<file path="src/rtl/mdio_mgmt_pkg.sv">
package mdio_mgmt_pkg;

    typedef enum logic [1:0] {
        ST_IDLE     = 2'd0,
        ST_PREAMBLE = 2'd1,
        ST_FRAME    = 2'd2,
        ST_FINISH   = 2'd3
    } mdio_state_e;

    localparam int FRAME_W = 32;
    localparam int DATA_W  = 16;
    localparam int OP_HI   = 29;
    localparam int OP_LO   = 28;

    localparam logic [1:0] OP_READ   = 2'b10;
    localparam logic [1:0] REG_DATA  = 2'd0;
    localparam logic [1:0] REG_SPEED = 2'd1;
    localparam logic [1:0] REG_EVENT = 2'd2;

endpackage

</file>
<file path="src/rtl/mdio_mdc_gen.sv">
module mdio_mdc_gen #(
    parameter int CNT_W = 7
) (
    input  logic             clk,
    input  logic             rst_n,
    input  logic             run,
    input  logic [CNT_W-1:0] half,
    output logic             mdc,
    output logic             mdc_rise,
    output logic             mdc_fall
);

    localparam logic [CNT_W-1:0] ONE = CNT_W'(1);

    logic [CNT_W-1:0] cnt_q;
    logic             active;
    logic             tick;

    assign active   = run && (half != '0);
    assign tick     = active && (cnt_q == half - ONE);
    assign mdc_rise = tick && !mdc;
    assign mdc_fall = tick && mdc;

    always_ff @(posedge clk or negedge rst_n) begin
        if (!rst_n) begin
            cnt_q <= '0;
            mdc   <= 1'b0;
        end else if (!active) begin
            cnt_q <= '0;
            mdc   <= 1'b0;
        end else if (tick) begin
            cnt_q <= '0;
            mdc   <= !mdc;
        end else begin
            cnt_q <= cnt_q + ONE;
        end
    end

endmodule

</file>
<file path="src/rtl/mdio_frame_fsm.sv">
module mdio_frame_fsm
    import mdio_mgmt_pkg::*;
#(
    parameter int PRE_LEN = 32
) (
    input  logic               clk,
    input  logic               rst_n,
    input  logic               start,
    input  logic [FRAME_W-1:0] cmd,
    input  logic               mdc_rise,
    input  logic               mdc_fall,
    input  logic               mdio_i,
    output logic               busy,
    output logic               run,
    output logic               done,
    output logic               is_read,
    output logic [DATA_W-1:0]  rx_data,
    output logic               mdio_o,
    output logic               mdio_oe
);

    localparam int MAXB = (PRE_LEN > FRAME_W) ? PRE_LEN : FRAME_W;
    localparam int BC_W = $clog2(MAXB);
    localparam logic [BC_W-1:0] PRE_LAST   = BC_W'(PRE_LEN - 1);
    localparam logic [BC_W-1:0] FRAME_LAST = BC_W'(FRAME_W - 1);
    localparam logic [BC_W-1:0] REL_IDX    = BC_W'(FRAME_W - 1 - DATA_W);
    localparam logic [BC_W-1:0] CAP_IDX    = BC_W'(FRAME_W - DATA_W);
    localparam logic [BC_W-1:0] BC_ONE     = BC_W'(1);

    mdio_state_e state_q, state_d;

    logic [BC_W-1:0]    bit_cnt_q;
    logic [FRAME_W-1:0] shreg_q;
    logic [DATA_W-1:0]  rx_q;
    logic               rd_q;

    always_comb begin
        state_d = state_q;
        unique case (state_q)
            ST_IDLE: begin
                if (start) state_d = ST_PREAMBLE;
            end
            ST_PREAMBLE: begin
                if (mdc_fall && bit_cnt_q == PRE_LAST) state_d = ST_FRAME;
            end
            ST_FRAME: begin
                if (mdc_fall && bit_cnt_q == FRAME_LAST) state_d = ST_FINISH;
            end
            ST_FINISH: begin
                state_d = ST_IDLE;
            end
        endcase
    end

    always_ff @(posedge clk or negedge rst_n) begin
        if (!rst_n) state_q <= ST_IDLE;
        else        state_q <= state_d;
    end

    always_ff @(posedge clk or negedge rst_n) begin
        if (!rst_n) begin
            bit_cnt_q <= '0;
            shreg_q   <= '0;
            rx_q      <= '0;
            rd_q      <= 1'b0;
        end else begin
            unique case (state_q)
                ST_IDLE: begin
                    if (start) begin
                        shreg_q   <= cmd;
                        rd_q      <= (cmd[OP_HI:OP_LO] == OP_READ);
                        bit_cnt_q <= '0;
                        rx_q      <= '0;
                    end
                end
                ST_PREAMBLE: begin
                    if (mdc_fall) begin
                        bit_cnt_q <= (bit_cnt_q == PRE_LAST) ? '0 : bit_cnt_q + BC_ONE;
                    end
                end
                ST_FRAME: begin
                    if (mdc_rise && bit_cnt_q >= CAP_IDX) begin
                        rx_q <= {rx_q[DATA_W-2:0], mdio_i};
                    end
                    if (mdc_fall) begin
                        shreg_q   <= {shreg_q[FRAME_W-2:0], 1'b0};
                        bit_cnt_q <= bit_cnt_q + BC_ONE;
                    end
                end
                ST_FINISH: begin
                    bit_cnt_q <= '0;
                end
            endcase
        end
    end

    always_comb begin
        mdio_o  = 1'b0;
        mdio_oe = 1'b0;
        unique case (state_q)
            ST_IDLE: begin
                mdio_o  = 1'b0;
                mdio_oe = 1'b0;
            end
            ST_PREAMBLE: begin
                mdio_o  = 1'b1;
                mdio_oe = 1'b1;
            end
            ST_FRAME: begin
                mdio_o  = shreg_q[FRAME_W-1];
                mdio_oe = !(rd_q && bit_cnt_q >= REL_IDX);
            end
            ST_FINISH: begin
                mdio_o  = 1'b0;
                mdio_oe = 1'b0;
            end
        endcase
    end

    assign busy    = (state_q != ST_IDLE);
    assign run     = (state_q == ST_PREAMBLE) || (state_q == ST_FRAME);
    assign done    = (state_q == ST_FINISH);
    assign is_read = rd_q;
    assign rx_data = rx_q;

endmodule

</file>
<file path="src/rtl/mdio_csr.sv">
module mdio_csr
    import mdio_mgmt_pkg::*;
#(
    parameter int SPD_W   = 6,
    parameter int EVT_BIT = 23
) (
    input  logic               clk,
    input  logic               rst_n,
    input  logic               reg_wr,
    input  logic [1:0]         reg_addr,
    input  logic [FRAME_W-1:0] reg_wdata,
    output logic [FRAME_W-1:0] reg_rdata,
    input  logic               busy,
    input  logic               done,
    input  logic               is_read,
    input  logic [DATA_W-1:0]  rx_data,
    output logic               start,
    output logic [SPD_W:0]     half,
    output logic [FRAME_W-1:0] data_q,
    output logic               evt_q
);

    logic [SPD_W-1:0] spd_q;
    logic             wr_data, wr_speed, wr_event;

    assign wr_data  = reg_wr && (reg_addr == REG_DATA);
    assign wr_speed = reg_wr && (reg_addr == REG_SPEED);
    assign wr_event = reg_wr && (reg_addr == REG_EVENT);
    assign start    = wr_data && !busy && (spd_q != '0);
    assign half     = {spd_q, 1'b0};

    always_ff @(posedge clk or negedge rst_n) begin
        if (!rst_n) begin
            data_q <= '0;
        end else if (start) begin
            data_q <= reg_wdata;
        end else if (done && is_read) begin
            data_q[DATA_W-1:0] <= rx_data;
        end
    end

    always_ff @(posedge clk or negedge rst_n) begin
        if (!rst_n)        spd_q <= '0;
        else if (wr_speed) spd_q <= reg_wdata[SPD_W:1];
    end

    always_ff @(posedge clk or negedge rst_n) begin
        if (!rst_n)                             evt_q <= 1'b0;
        else if (done)                          evt_q <= 1'b1;
        else if (wr_event && reg_wdata[EVT_BIT]) evt_q <= 1'b0;
    end

    always_comb begin
        reg_rdata = '0;
        unique case (reg_addr)
            REG_DATA:  reg_rdata = data_q;
            REG_SPEED: reg_rdata[SPD_W:0] = {spd_q, 1'b0};
            REG_EVENT: reg_rdata[EVT_BIT] = evt_q;
            default:   reg_rdata = '0;
        endcase
    end

endmodule

</file>
<file path="src/rtl/mdio_mgmt_master.sv">
module mdio_mgmt_master
    import mdio_mgmt_pkg::*;
#(
    parameter int PRE_LEN = 32,
    parameter int SPD_W   = 6,
    parameter int EVT_BIT = 23
) (
    input  logic        clk,
    input  logic        rst_n,
    input  logic        reg_wr,
    input  logic [1:0]  reg_addr,
    input  logic [31:0] reg_wdata,
    output logic [31:0] reg_rdata,
    output logic        mdc,
    input  logic        mdio_i,
    output logic        mdio_o,
    output logic        mdio_oe
);

    localparam int CNT_W = SPD_W + 1;

    logic              start, busy, run, fsm_done, is_read;
    logic              mdc_rise, mdc_fall, csr_evt;
    logic [CNT_W-1:0]  half;
    logic [DATA_W-1:0] rx_data;
    logic [31:0]       csr_data;

    mdio_csr #(.SPD_W(SPD_W), .EVT_BIT(EVT_BIT)) u_csr (
        .clk       (clk),
        .rst_n     (rst_n),
        .reg_wr    (reg_wr),
        .reg_addr  (reg_addr),
        .reg_wdata (reg_wdata),
        .reg_rdata (reg_rdata),
        .busy      (busy),
        .done      (fsm_done),
        .is_read   (is_read),
        .rx_data   (rx_data),
        .start     (start),
        .half      (half),
        .data_q    (csr_data),
        .evt_q     (csr_evt)
    );

    mdio_mdc_gen #(.CNT_W(CNT_W)) u_mdc (
        .clk      (clk),
        .rst_n    (rst_n),
        .run      (run),
        .half     (half),
        .mdc      (mdc),
        .mdc_rise (mdc_rise),
        .mdc_fall (mdc_fall)
    );

    mdio_frame_fsm #(.PRE_LEN(PRE_LEN)) u_fsm (
        .clk      (clk),
        .rst_n    (rst_n),
        .start    (start),
        .cmd      (reg_wdata),
        .mdc_rise (mdc_rise),
        .mdc_fall (mdc_fall),
        .mdio_i   (mdio_i),
        .busy     (busy),
        .run      (run),
        .done     (fsm_done),
        .is_read  (is_read),
        .rx_data  (rx_data),
        .mdio_o   (mdio_o),
        .mdio_oe  (mdio_oe)
    );

endmodule

</file>
<file path="config.mk">
export PLATFORM = sky130hd
export DESIGN_NAME = mdio_mgmt_master
export DESIGN_NICKNAME = d
export VERILOG_FILES = /design/src/rtl/mdio_mgmt_pkg.sv /design/src/rtl/mdio_mdc_gen.sv /design/src/rtl/mdio_frame_fsm.sv /design/src/rtl/mdio_csr.sv /design/src/rtl/mdio_mgmt_master.sv
export SDC_FILE = /design/constraint.sdc
export NUM_CORES = 1
export LEC_CHECK = 0
export ABC_AREA = 1
export CAP_MARGIN = 20
export CELL_PAD_IN_SITES_DETAIL_PLACEMENT = 1
export CELL_PAD_IN_SITES_GLOBAL_PLACEMENT = 1
export CORE_UTILIZATION = 51
export CTS_CLUSTER_SIZE = 30
export DETAILED_ROUTE_END_ITERATION = 10
export DONT_BUFFER_PORTS = 1
export GPL_TIMING_DRIVEN = 0
export HOLD_SLACK_MARGIN = 0.02
export PLACE_DENSITY_LB_ADDON = 0.15
export SLEW_MARGIN = 10
export SYNTH_ARGS = -nofsm -noshare
export SYNTH_HDL_FRONTEND = slang
export SYNTH_SLANG_ARGS = --single-unit
</file>
<file path="constraint.sdc">
create_clock -name clk -period 4 [get_ports clk]
set_clock_uncertainty 0.2 [all_clocks]
set_input_delay 0.6 -clock clk [delete_from_list [all_inputs] [get_ports clk]]
set_output_delay 0.6 -clock clk [all_outputs]
set_load 0.02 [all_outputs]
</file>
==> metrics.txt, run 1 <==
# TYPE chip_impl_metric gauge
chip_impl_metric{name="fmax",unit="MHz"} 294
chip_impl_metric{name="synth_warnings",unit=""} 0
chip_impl_metric{name="post-route-drc-count",unit=""} 0
chip_impl_metric{name="design.core.area",unit="sq um"} 10300
chip_impl_metric{name="route.final.wire_length",unit="mm"} 14.2
chip_impl_info{name="clock-root-buffer",value="sky130_fd_sc_hd__clkbuf_8"} 1
chip_impl_metric{name="ctsLongestPathBuffers",unit=""} 2
chip_impl_info{name="worstReg2RegStart",value="u_csr.spd_q[0]"} 1
chip_impl_metric{name="routedWlPerCell",unit="microns"} 17.7
chip_impl_metric{name="postSynthCellCount",unit=""} 652
chip_impl_info{name="timing.critical_path.to_type",value="primary output"} 1
chip_impl_info{name="worstSetupStartpointType",value="register"} 1
chip_impl_metric{name="postLayoutCoreUtil",unit="%"} 56.3
chip_impl_metric{name="maximum_number_of_pins_on_one_net_before_global_route_repair",unit=""} 104
chip_impl_info{name="yosys-top-cells-count",value="sky130_fd_sc_hd__nand2_1, sky130_fd_sc_hd__dfrtp_1, sky130_fd_sc_hd__inv_1"} 1
chip_impl_metric{name="slew_headroom",unit="%"} 47.0
chip_impl_metric{name="layout-area-overhead-vs-synth",unit="%"} 7.74
chip_impl_info{name="tritoncts",value="built"} 1
chip_impl_metric{name="worstPathMaxFanout",unit=""} 10
chip_impl_metric{name="vias",unit=""} 4460
chip_impl_metric{name="totalPowerFinal",unit="mW"} 4.23
chip_impl_metric{name="finalHoldViolCount",unit=""} 0
chip_impl_metric{name="cts.repair.resized",unit=""} 0
chip_impl_info{name="holdCritStartpoint",value="reg_wdata[28]"} 1
chip_impl_metric{name="power.leakage",unit="nW"} 2.89
chip_impl_metric{name="grt_pass1_wl",unit="mm"} 23.6
chip_impl_metric{name="globalplace.congestion",unit=""} 0.819
chip_impl_metric{name="antenna_found_initial",unit=""} 0
chip_impl_metric{name="dpl.hpwl",unit="mm"} 10.5
chip_impl_metric{name="final-setup-viol-count",unit=""} 0
chip_impl_info{name="status",value="complete, no violations"} 1
chip_impl_metric{name="netlist_area",unit="sq um"} 5370
chip_impl_metric{name="die-height",unit="microns"} 105
chip_impl_metric{name="antennaDiodeCount",unit=""} 0
chip_impl_metric{name="tritoncts.num_buffers",unit=""} 9
chip_impl_metric{name="fill_cells",unit=""} 1281
chip_impl_metric{name="tritoncts_num_sinks",unit=""} 103
chip_impl_metric{name="yosysSeqAreaShare",unit="%"} 48.0
chip_impl_metric{name="top_level_ports",unit=""} 73
chip_impl_info{name="yosys-top-cells-area",value="sky130_fd_sc_hd__dfrtp_1, sky130_fd_sc_hd__nand2_1, sky130_fd_sc_hd__inv_1, sky130_fd_sc_hd__o21ai_2, sky130_fd_sc_hd__o21ai_0"} 1
chip_impl_metric{name="drv_slew",unit=""} 0
chip_impl_metric{name="critical_path_arrival",unit="ns"} 2.61
chip_impl_metric{name="worst_pin_slew",unit="ns"} 0.789
chip_impl_metric{name="grt_ovf",unit=""} 0
chip_impl_metric{name="ant_nets",unit=""} 0
chip_impl_metric{name="average_vias_per_placed_instance",unit=""} 5.53
chip_impl_metric{name="drv_cap",unit=""} 0
chip_impl_info{name="timing_worst_setup_path_type",value="register to primary output"} 1
chip_impl_metric{name="die_w",unit="microns"} 105
chip_impl_metric{name="synth.ff_latch_count",unit=""} 103
chip_impl_metric{name="fin_setup_tns",unit="ns"} 0
chip_impl_metric{name="fp.dieArea",unit="sq um"} 10900
chip_impl_info{name="min_path_type",value="primary input to register"} 1
chip_impl_info{name="synthFlopType",value="sky130_fd_sc_hd__dfrtp_1"} 1
chip_impl_metric{name="numPlacedInstances",unit=""} 788
chip_impl_info{name="yosysMostFrequentCell",value="sky130_fd_sc_hd__nand2_1"} 1
chip_impl_metric{name="total_routing_usage_reported_by_global_routing",unit="%"} 27.6
chip_impl_metric{name="detailedRoute.firstIterationViolations",unit=""} 239
chip_impl_info{name="rsz0062_at_grt",value="false"} 1
chip_impl_metric{name="htreeDepth",unit=""} 3
chip_impl_metric{name="fp-row-count",unit=""} 37
chip_impl_metric{name="post_synth_num_cell_types",unit=""} 36
chip_impl_metric{name="asyncSetResetFlopFracSynth",unit="%"} 100
chip_impl_metric{name="clk_pin_slew",unit="ns"} 0.10
chip_impl_metric{name="fin_nets",unit=""} 713
chip_impl_metric{name="cp.required",unit="ns"} 3.20
chip_impl_metric{name="vdd_ir_drop_max",unit="mV"} 0.367
chip_impl_metric{name="numPortBuffers",unit=""} 0
chip_impl_metric{name="synth_enable_flop_cells",unit=""} 0
chip_impl_metric{name="drive_above_1_share",unit="%"} 13.9
chip_impl_metric{name="number_of_global_route_vias_before_repair",unit=""} 4654
chip_impl_metric{name="insertion_delay",unit="ns"} 0.37
chip_impl_metric{name="layout.area.seq",unit="sq um"} 2580
chip_impl_metric{name="synthesis.area_per_instance",unit="sq um"} 8.23
chip_impl_metric{name="multiInputGateArea",unit="sq um"} 2250
chip_impl_info{name="yosys.area.top_type",value="sky130_fd_sc_hd__dfrtp_1"} 1
chip_impl_metric{name="effective_utilization_at_floorplan",unit="%"} 52.2
chip_impl_metric{name="drt_pass1_iterations",unit=""} 4
chip_impl_metric{name="timing.final.crit_period",unit="ns"} 3.41
chip_impl_metric{name="yosysTopAreaCellShare",unit="%"} 48.0
chip_impl_info{name="worstSetupStartpoint",value="u_fsm.state_q[0]"} 1
chip_impl_metric{name="powerDensity",unit="nW/um^2"} 732
chip_impl_metric{name="layout.cells.non_filler",unit=""} 806
chip_impl_metric{name="period_share",unit="%"} 85.1
chip_impl_metric{name="syn_nets",unit=""} 700
## worst max-delay path, stage by stage, from the launching register on
cell and delay (ns):
sky130_fd_sc_hd__dfrtp_1 0.44, sky130_fd_sc_hd__inv_1 0.10, sky130_fd_sc_hd__ha_1 0.17, sky130_fd_sc_hd__clkbuf_1 0.25
sky130_fd_sc_hd__clkinv_1 0.31, sky130_fd_sc_hd__clkbuf_1 0.34, sky130_fd_sc_hd__o21ai_0 0.61
## layout make-up
cell class | instances | area share [%]
Sequential cell | 103 | 44.6
Multi-Input combinational cell | 422 | 38.9
Inverter | 96 | 6.23
Buffer | 31 | 3.09
Tap cell | 136 | 2.94
Clock buffer | 11 | 2.62
Clock inverter | 5 | 0.974
Timing Repair Buffer | 2 | 0.649
## sequential cells by signal, summed over array words and instances, names as in the netlist
name	flops
u_csr.data_q	32
u_csr.evt_q	1
u_csr.spd_q	6
u_fsm.bit_cnt_q	5
u_fsm.is_read	1
u_fsm.rx_data	16
u_fsm.shreg_q	32
u_fsm.state_q	2
u_mdc.cnt_q	7
u_mdc.mdc	1
## per-layer routing
metal / wire, microns / up-vias / track usage [%]
met1: 6500 / 2220 / 36.6
met4: 335 / 0 / 8.95
met2: 6740 / 98 / 45.0
met5: 0 / - / 0
met3: 667 / 24 / 6.43
li1: - / 2118 / -
## power by group
group | internal, mW | total [mW] | switching, mW
logic | 0.625 | 1.93 | 1.30
clock network | 0.323 | 0.699 | 0.376
registers | 1.41 | 1.60 | 0.196
total | 2.36 | 4.23 | 1.87
## path summary, 6_finish.rpt
| path | depth (start not counted) | end | slack, ns |
|---|---|---|---|
| worst max-delay path | 6 | mdio_oe | 0.59 |
| worst min-delay path | 1 | u_fsm.is_read | 0.11 |
| worst max register to register | 12 | u_fsm.rx_data[11] | 1.57 |
| worst min register to register | 2 | u_fsm.shreg_q[10] | 0.28 |
| max in group asynchronous | 2 | u_fsm.rx_data[10] | 2.56 |
| min in group asynchronous | 2 | u_csr.spd_q[2] | 0.65 |
## layout by cell type (no fill, tap or decap), drive strengths merged, types with 2 or more instances in the layout
master and count:
o211ai 2, clkinv 4, nor2 49, nand4 23
clkbuf 29, nand2 177, a21oi 2, nand3 32
or2 2, o22ai 7, ha 10, buf 14
mux2i 3, dfrtp 103, xor2 3, o221ai 14
o21ai 92, inv 95
## timing repair
item / in CTS / in global routing
hold endpoints to repair: 103 / 0
hold buffers: 2 / 0
setup buffers: 0 / 0
## per-stage QoR
stage | setup WS (ns) | hold slack [ns] | area [sq um]
2_1_floorplan | 1.51 | 0.104 | 5370
3_3_place_gp | 1.16 | 0.107 | 5540
3_5_place_dp | 1.05 | 0.107 | 5540
4_1_cts | 0.601 | 0.102 | 5780
5_1_grt | 0.465 | 0.0835 | 5780
6_report | 0.595 | 0.114 | 5780
## cell families after synthesis
kind of cell               after synthesis  share of synthesized area [%]
adders and majority gates               10                           2.33
xor gates and xnor gates                 4                          0.653
muxes                                    3                          0.560
and+or+nand+nor                        286                           23.7
DFF                                    103                           48.0
AOI/OAI and AO/OA                      119                           14.7
buffers and inverters                  127                           10.0
Note: power is estimated with default switching activity, not from simulation.
==> run 2: changes to the inputs <==
--- a/config.mk
+++ b/config.mk
@@ -6,14 +6,12 @@
 export NUM_CORES = 1
 export LEC_CHECK = 0
 export ABC_AREA = 1
-export CAP_MARGIN = 20
 export CELL_PAD_IN_SITES_DETAIL_PLACEMENT = 1
 export CELL_PAD_IN_SITES_GLOBAL_PLACEMENT = 1
-export CORE_UTILIZATION = 51
+export CORE_UTILIZATION = 47
 export CTS_CLUSTER_SIZE = 30
 export DETAILED_ROUTE_END_ITERATION = 10
 export DONT_BUFFER_PORTS = 1
-export GPL_TIMING_DRIVEN = 0
 export HOLD_SLACK_MARGIN = 0.02
 export PLACE_DENSITY_LB_ADDON = 0.15
 export SLEW_MARGIN = 10
==> constraint.sdc (replaced) <==
create_clock -name clk -period 3.2 [get_ports clk]
set_clock_uncertainty 0.2 [all_clocks]
set_input_delay 0.48 -clock clk [delete_from_list [all_inputs] [get_ports clk]]
set_output_delay 0.48 -clock clk [all_outputs]
set_load 0.02 [all_outputs]
==> run 2 against run 1 <==
Core utilization decreased by 3.7 points. Power is 27% higher. Sequential share of layout area barely moved. Global-route usage decreased by 2.7 points. Die area rose by 8.3%. Critical endpoint unchanged. Largest cell class unchanged. Highest routed layer unchanged.
==> metrics.txt, run 2 (synthesis gave the netlist of run 1 again) <==
# TYPE chip_impl_metric gauge
chip_impl_info{name="timing.critical_path.to_type",value="primary output"} 1
chip_impl_info{name="clock-root-buffer",value="sky130_fd_sc_hd__clkbuf_16"} 1
chip_impl_metric{name="drv_slew",unit=""} 0
chip_impl_metric{name="ant_nets",unit=""} 0
chip_impl_metric{name="layout-area-overhead-vs-synth",unit="%"} 7.65
chip_impl_metric{name="drt_pass1_iterations",unit=""} 5
chip_impl_metric{name="timing.final.crit_period",unit="ns"} 2.97
chip_impl_info{name="layout_common_cells",value="sky130_fd_sc_hd__nand2_1, sky130_fd_sc_hd__dfrtp_1, sky130_fd_sc_hd__inv_1"} 1
chip_impl_metric{name="antennaDiodeCount",unit=""} 0
chip_impl_metric{name="tritoncts.num_buffers",unit=""} 9
chip_impl_metric{name="die_w",unit="microns"} 109
chip_impl_metric{name="maximum_number_of_pins_on_one_net_before_global_route_repair",unit=""} 104
chip_impl_metric{name="top_level_ports",unit=""} 73
chip_impl_metric{name="power.leakage",unit="nW"} 2.89
chip_impl_metric{name="worst_pin_slew",unit="ns"} 0.850
chip_impl_metric{name="drv_cap",unit=""} 0
chip_impl_metric{name="fp.dieArea",unit="sq um"} 11800
chip_impl_metric{name="fmax",unit="MHz"} 337
chip_impl_info{name="min_path_type",value="primary input to register"} 1
chip_impl_metric{name="fp-row-count",unit=""} 38
chip_impl_info{name="timing_worst_setup_path_type",value="register to primary output"} 1
chip_impl_metric{name="worst_hold_slack",unit="ns"} 0.0509
chip_impl_metric{name="vdd_ir_drop_max",unit="mV"} 0.503
chip_impl_info{name="status",value="complete, no violations"} 1
chip_impl_metric{name="critical_path_arrival",unit="ns"} 2.29
chip_impl_metric{name="total_routing_usage_reported_by_global_routing",unit="%"} 25.0
chip_impl_metric{name="fin_nets",unit=""} 691
chip_impl_metric{name="worstPathMaxFanout",unit=""} 16
chip_impl_metric{name="post-route-drc-count",unit=""} 0
chip_impl_metric{name="die-height",unit="microns"} 109
chip_impl_metric{name="layout.cells.non_filler",unit=""} 788
chip_impl_metric{name="route.final.wire_length",unit="mm"} 13.5
chip_impl_metric{name="grt_pass1_wl",unit="mm"} 22.3
chip_impl_metric{name="design.core.area",unit="sq um"} 11000
chip_impl_metric{name="globalplace.congestion",unit=""} 0.817
chip_impl_metric{name="grt_ovf",unit=""} 0
chip_impl_metric{name="cp.required",unit="ns"} 2.52
chip_impl_metric{name="finalInstanceArea",unit="sq um"} 5780
chip_impl_metric{name="period_share",unit="%"} 92.9
chip_impl_metric{name="clk_pin_slew",unit="ns"} 0.07
chip_impl_metric{name="regToRegSetupSlack",unit="ns"} 0.43
chip_impl_info{name="worstSetupStartpointType",value="register"} 1
chip_impl_metric{name="vias",unit=""} 4281
chip_impl_metric{name="slew_headroom",unit="%"} 43.4
chip_impl_info{name="tritoncts",value="built"} 1
chip_impl_metric{name="detailedRoute.firstIterationViolations",unit=""} 249
chip_impl_metric{name="holdBufCountCts",unit=""} 3
chip_impl_metric{name="average_vias_per_placed_instance",unit=""} 5.43
chip_impl_metric{name="drive_above_1_share",unit="%"} 13.4
chip_impl_metric{name="fin_setup_tns",unit="ns"} 0
chip_impl_metric{name="number_of_global_route_vias_before_repair",unit=""} 4305
chip_impl_metric{name="powerDensity",unit="nW/um^2"} 928
chip_impl_metric{name="htreeDepth",unit=""} 3
chip_impl_metric{name="ctsLongestPathBuffers",unit=""} 2
chip_impl_metric{name="numPortBuffers",unit=""} 0
chip_impl_metric{name="routedWlPerCell",unit="microns"} 17.1
chip_impl_metric{name="cts.repair.resized",unit=""} 0
chip_impl_metric{name="antenna_found_initial",unit=""} 0
chip_impl_metric{name="insertion_delay",unit="ns"} 0.36
chip_impl_metric{name="effective_utilization_at_floorplan",unit="%"} 48.9
chip_impl_info{name="final_common_cell",value="sky130_fd_sc_hd__nand2_1"} 1
chip_impl_metric{name="dpl.hpwl",unit="mm"} 9.33
chip_impl_metric{name="finalHoldViolCount",unit=""} 0
chip_impl_metric{name="tritoncts_num_sinks",unit=""} 103
chip_impl_metric{name="numPlacedInstances",unit=""} 769
chip_impl_metric{name="final-setup-viol-count",unit=""} 0
chip_impl_metric{name="postLayoutCoreUtil",unit="%"} 52.6
chip_impl_info{name="rsz0062_at_grt",value="false"} 1
chip_impl_metric{name="post-cts-setup-buffer-count",unit=""} 0
chip_impl_metric{name="post_dp_cell_area",unit="sq um"} 5420
[run 2: cell count changes in the layout (fill, tap and decap cells not counted), sizes merged]
cell	delta
buf	-5
clkbuf	-19
clkinv	-2
dlygate4sd3	+1
inv	+3
[run 2: where the power goes]
group          switching (mW)  internal (mW)
Clock                   0.532          0.623
Sequential              0.248           1.77
Combinational            1.52          0.678
Total                    2.30           3.07
[run 2: stage by stage]
stage               total power [mW]  setup slack (ns)
floorplan                       3.84             0.830
global placement                4.08             0.560
detailed placement              4.21             0.466
CTS                             5.43             0.159
global route                    5.79           0.00741
finish                          5.36             0.228
[run 2: cell type report]
type	count	area, sq um
Clock inverter	6	77.6
Inverter	96	360
Multi-Input combinational cell	422	2250
Clock buffer	10	229
Fill cell	1323	5210
Timing Repair Buffer	11	108
Tap cell	140	175
Sequential cell	103	2580
[run 2: critical path, cell delays in order (launching register included)]
cell                       delay, ns
sky130_fd_sc_hd__dfrtp_1        0.41
sky130_fd_sc_hd__inv_1          0.10
sky130_fd_sc_hd__ha_1           0.36
sky130_fd_sc_hd__clkinv_1       0.42
sky130_fd_sc_hd__o21ai_0        0.43
sky130_fd_sc_hd__buf_4          0.21
[run 2: final timing paths]
check | start | to | depth (start not counted)
min in group asynchronous | rst_n | u_mdc.cnt_q[5] | 2
min | reg_wdata[31] | u_csr.data_q[31] | 2
max | u_fsm.state_q[0] | mdio_oe | 5
max in group asynchronous | rst_n | u_fsm.shreg_q[9] | 2
max reg2reg | u_csr.spd_q[0] | u_csr.data_q[12] | 7
min reg2reg | u_fsm.shreg_q[16] | u_fsm.shreg_q[16] | 2
[run 2: routing by layer]
layer | wire length [microns] | up-vias | global-route usage (%) | part of all wire, %
met1 | 6000 | 2101 | 32.3 | 45
met2 | 6500 | 86 | 40.2 | 48
met3 | 775 | 22 | 7.29 | 5.7
met5 | 0 | - | 0 | 0
met4 | 211 | 0 | 7.92 | 1.6
li1 | - | 2072 | - | -
